`src/rtl/lbs_pkg.sv`:
```
package lbs_pkg;
  typedef enum logic [2:0] {
    ST_IDLE,
    ST_RESET_HOLD,
    ST_WAIT_LINK,
    ST_LINK_UP,
    ST_STOPPED
  } seq_state_t;
endpackage

```
`src/rtl/lbs_settle_timer.sv`:
```
// Counts cycles of enabled training during reset hold; hit flags the last one.
module lbs_settle_timer #(
  parameter int unsigned SETTLE_CYCLES = 5_000_000
) (
  input  logic clk,
  input  logic clr,
  input  logic en,
  output logic hit
);
  localparam int CW = $clog2(SETTLE_CYCLES + 1);
  localparam logic [CW-1:0] LAST = CW'(SETTLE_CYCLES - 1);

  logic [CW-1:0] cnt;

  always_ff @(posedge clk) begin
    if (clr)     cnt <= '0;
    else if (en) cnt <= cnt + 1'b1;
  end

  assign hit = en && (cnt == LAST);
endmodule

```
`src/rtl/lbs_link_qual.sv`:
```
// Link qualification and registered single-cycle event generation.
module lbs_link_qual #(
  parameter int unsigned STATE_W = 6,
  parameter logic [STATE_W-1:0] UP_CODE = 6'h11
) (
  input  logic               clk,
  input  logic               rst,
  input  logic               arm,
  input  logic               phy_up,
  input  logic               dll_up,
  input  logic [STATE_W-1:0] train_state,
  input  logic               reset_event,
  output logic               qual_now,
  output logic               up_pulse,
  output logic               down_pulse
);
  logic dll_q;
  logic evt_q;

  assign qual_now = phy_up && dll_up && (train_state == UP_CODE);

  always_ff @(posedge clk) begin
    if (rst) begin
      dll_q      <= 1'b0;
      evt_q      <= 1'b0;
      up_pulse   <= 1'b0;
      down_pulse <= 1'b0;
    end else begin
      dll_q      <= dll_up;
      evt_q      <= reset_event;
      up_pulse   <= arm && dll_up && !dll_q && phy_up;
      down_pulse <= arm && reset_event && !evt_q;
    end
  end
endmodule

```
`src/rtl/link_bringup_seq.sv`:
```
module link_bringup_seq
  import lbs_pkg::*;
#(
  parameter int unsigned SETTLE_CYCLES = 5_000_000,
  parameter int unsigned STATE_W = 6,
  parameter logic [STATE_W-1:0] UP_CODE = 6'h11
) (
  input  logic               clk,
  input  logic               rst,
  input  logic               start_cmd,
  input  logic               stop_cmd,
  input  logic               phy_up,
  input  logic               dll_up,
  input  logic [STATE_W-1:0] train_state,
  input  logic               reset_event,
  output logic               train_en,
  output logic               perst_n,
  output logic               link_ok,
  output logic               up_pulse,
  output logic               down_pulse
);
  seq_state_t state;
  logic       settle_hit;
  logic       qual_now;
  logic       tmr_clr;
  logic       tmr_en;

  assign tmr_clr = start_cmd || (state != ST_RESET_HOLD);
  assign tmr_en  = (state == ST_RESET_HOLD) && train_en;

  lbs_settle_timer #(.SETTLE_CYCLES(SETTLE_CYCLES)) u_timer (
    .clk (clk),
    .clr (tmr_clr),
    .en  (tmr_en),
    .hit (settle_hit)
  );

  lbs_link_qual #(.STATE_W(STATE_W), .UP_CODE(UP_CODE)) u_qual (
    .clk         (clk),
    .rst         (rst),
    .arm         (train_en),
    .phy_up      (phy_up),
    .dll_up      (dll_up),
    .train_state (train_state),
    .reset_event (reset_event),
    .qual_now    (qual_now),
    .up_pulse    (up_pulse),
    .down_pulse  (down_pulse)
  );

  always_ff @(posedge clk) begin
    if (rst) begin
      state    <= ST_IDLE;
      train_en <= 1'b0;
      perst_n  <= 1'b0;
      link_ok  <= 1'b0;
    end else if (start_cmd) begin
      state    <= ST_RESET_HOLD;
      train_en <= 1'b0;
      perst_n  <= 1'b0;
      link_ok  <= 1'b0;
    end else if (stop_cmd) begin
      state    <= ST_STOPPED;
      train_en <= 1'b0;
      link_ok  <= 1'b0;
    end else begin
      case (state)
        ST_RESET_HOLD: begin
          train_en <= 1'b1;
          if (settle_hit) begin
            perst_n <= 1'b1;
            state   <= ST_WAIT_LINK;
          end
        end
        ST_WAIT_LINK: begin
          if (qual_now) begin
            link_ok <= 1'b1;
            state   <= ST_LINK_UP;
          end
        end
        ST_LINK_UP: begin
          if (!qual_now) begin
            link_ok <= 1'b0;
            state   <= ST_WAIT_LINK;
          end
        end
        default: ;
      endcase
    end
  end
endmodule

```
`config.mk`:
```
export PLATFORM = sky130hd
export DESIGN_NAME = link_bringup_seq
export DESIGN_NICKNAME = d
export VERILOG_FILES = /design/src/rtl/lbs_pkg.sv /design/src/rtl/lbs_settle_timer.sv /design/src/rtl/lbs_link_qual.sv /design/src/rtl/link_bringup_seq.sv
export SDC_FILE = /design/constraint.sdc
export NUM_CORES = 1
export LEC_CHECK = 0
export BUFFER_PORTS_ARGS = -buffer_cell sky130_fd_sc_hd__buf_2
export CAP_MARGIN = 20
export CORE_MARGIN = 2
export CORE_UTILIZATION = 50
export DETAILED_ROUTE_END_ITERATION = 8
export HOLD_SLACK_MARGIN = 0.1
export PLACE_DENSITY = 0.7
export SYNTH_ARGS = -nofsm -noshare
export SYNTH_HDL_FRONTEND = slang
export SYNTH_SLANG_ARGS = --single-unit
```
`constraint.sdc`:
```
create_clock -name clk -period 2.2 [get_ports clk]
set_clock_uncertainty 0.05 [all_clocks]
set_input_delay 0.66 -clock clk [delete_from_list [all_inputs] [get_ports clk]]
set_output_delay 0.66 -clock clk [all_outputs]
set_load 0.05 [all_outputs]
```
==> metrics.txt <==
outcome=finished, final reports clean; RSZ-0062 raised after global routing=no; DR vias/cell=5.93; Post-CTS Hold Buffers=0; Fin. Hold Viols=0; met2 Use GR=33.4%; R2R Path Start=u_timer.cnt[3]; ANT cells=0; Crit. End Element=flip-flop; GPL Wtd Cong=between 0.9 and 1; slew margin rel.=60.2%; max-cap viol count=0; min cycle time layout=1990 ps; die area=roughly 3600 sq um; Post-synth ARST share=0%; Syn Inst Count=182; required time worst endpoint=between 2000 and 2500 ps; worst skew pair latency=between 300 and 400 ps; Overflow after GRT=0; DIE WIDTH=60.1 um; DR WL/cell=approximately 14 um; die height=60.1 um; TritonCTS clock tree=done; crit-path max cell delay=640 ps; M3 GR Usage=7.14%; Post-synth EDFFs=0; fill cell count=277; CP Cell Sequence=nand3_2 > or4_4 > or4_1 > a21oi_1; Layout Area Growth over Synthesis=12.6%; Port Buffers=17; final core occ=58.4%; post-synth top area share=42.0%; initial antenna violation count=0; CTS Buffer Depth=2; H-tree depth=2; DR pass1 iterations=4; dpl hpwl=2.55 mm; Syn. warnings=0; Netlist cell types=43; worst hold path type=reg -> reg; Worst Tran Pin Value=between 500 and 600 ps; Final setup viols=0; via count=about 1500; met1 Use GR=~30%; net total in the final layout=218; min-delay src=u_qual.dll_q; reg2reg path depth=4; CP max stage cell=or4_4; drt initial violations=69; Setup Crit Path Kind=reg -> reg; Rows=20; first-pass GRT wire length=6.02 mm; Remaining DRCs=0; cell area after synthesis=~1600 sq um; Post-Syn Nets=between 150 and 200; area of the multi-input gates=around 840 sq um; register area=661 sq um; r2r setup slk=210 ps; Syn Area/Cell=around 8.6 sq um; PwrDens=561 nW/um^2; Post-CTS Repair Setup Buffers=0; hold path depth=1; Fin Setup TNS=0 ps; gr busiest metal=met2; Worst Path Max Fanout=15; CTS Root Cell=clkbuf_4; hold-critical path endpoint=u_qual.up_pulse; most frequent cell after synthesis=dfxtp_1; Post-synth top cells=33 x dfxtp_1, 14 x a21oi_1, 14 x nor2_1; total CTS buffers=5; vias in the first global route=between 1000 and 1500; ANT nets after route=0; sequential fraction of the synthesis area=42.0%; post-CTS resize count=0; register bit total from synthesis=33; FMAX=0.503 GHz; element type at the critical path start=flip-flop; core area=a little over 3000 sq um; largest net degree at the start of global routing=16; Critical R2R Capture=u_timer.cnt[16]; Worst IR Drop VDD=435 uV; GRT Total Usage=22.6%; Lkg Pwr=0.000568 uW; WL final=3.44 mm; Final Power=992 uW; Initial Utilization=51.9%; period utilization=90.4%; num ports=18; clk slew on worst S/H paths=100 ps; CP Data Arrival Time=2220 ps; Max Slew Vio Count=0; Synth Flop Type=dfxtp_1; share of cells above drive strength 1=17.2%; synth top area cells=dfxtp_1 42%, a21oi_1 4.5%, nand4_1 4.0%, o31ai_1 3.8%, or4_1 3.8%; cell taking the most area after synthesis=dfxtp_1; Clock Sinks=33
-- area by class of cell --
| class | count | area share (%) |
|---|---|---|
| Timing Repair Buffer | 22 | 6.93 |
| Sequential cell | 33 | 37.3 |
| Clock buffer | 7 | 3.11 |
| Tap cell | 44 | 3.11 |
| Multi-Input combinational cell | 132 | 47.4 |
| Inverter | 10 | 2.12 |
-- through the flow --
step	cells	instance area (sq um)	worst slack, ps	hold slack [ps]
2_1_floorplan	182	1570	124	318
3_3_place_gp	241	1710	286	324
3_5_place_dp	241	1710	242	335
4_1_cts	248	1770	215	349
5_1_grt	248	1770	92.0	358
6_report	248	1770	211	343
-- power breakdown --
group / leakage, uW / switching (uW) / internal, uW
Combinational: 0.000270 / 20.0 / 18.2
Clock: 0.0000314 / 197 / 151
Sequential: 0.000267 / 4.28 / 602
Total: 0.000568 / 222 / 771
-- placed cells by master, fill, tap and decap left out, types with 3 or more instances in the layout --
| cell type | instances |
|---|---|
| dfxtp_1 | 33 |
| buf_2 | 17 |
| a21oi_1 | 14 |
| nor2_1 | 14 |
| inv_1 | 10 |
| nand4_1 | 10 |
| nand2_1 | 9 |
| nand3_1 | 9 |
| or4_1 | 8 |
| o31ai_1 | 8 |
| nor3_1 | 8 |
| clkbuf_4 | 5 |
| buf_4 | 5 |
| xnor2_1 | 4 |
| nor4_1 | 4 |
| o21ai_0 | 4 |
| and3_1 | 3 |
| xor2_1 | 3 |
| o21a_1 | 3 |
-- state kept, by name, summed over array words and instances, names as in the netlist --
name	cells
u_timer.cnt	23
state	3
link_ok	1
perst_n	1
train_en	1
u_qual.dll_q	1
u_qual.down_pulse	1
u_qual.evt_q	1
u_qual.up_pulse	1
-- cells by family after synthesis --
family	synth area share [%]
fa+ha+maj	0.796
simple gates	31.5
buf+inv	4.62
flops	42.0
mux	0.637
compound gates	16.5
xor+xnor	3.90
-- worst max-delay path by stage --
stage / start / endpoint / slack [ps] / depth (start not counted)
after floorplan: train_en / u_timer.cnt[15] / 120 / 5
after global placement: u_timer.cnt[3] / u_timer.cnt[16] / 290 / 4
after detailed placement: u_timer.cnt[3] / u_timer.cnt[16] / 240 / 4
after CTS: u_timer.cnt[3] / u_timer.cnt[16] / 220 / 4
after global routing: u_timer.cnt[3] / u_timer.cnt[16] / 90 / 4
final: u_timer.cnt[3] / u_timer.cnt[16] / 210 / 4
-- routing by layer --
| metal | vias to the layer above | part of all wire [%] |
|---|---|---|
| li1 | 726 | - |
| met1 | 695 | 48 |
| met2 | 40 | 45 |
| met3 | 9 | 5.6 |
| met4 | 0 | 2.2 |
| met5 | - | 0 |
-- critical path, delay by kind of cell (launching register included) --
family / cells / cell delay [ps]
AOI/OAI and AO/OA: 1 / 140
DFF: 1 / 430
and+or+nand+nor: 3 / 1320
(Power assumes the default switching activity.)
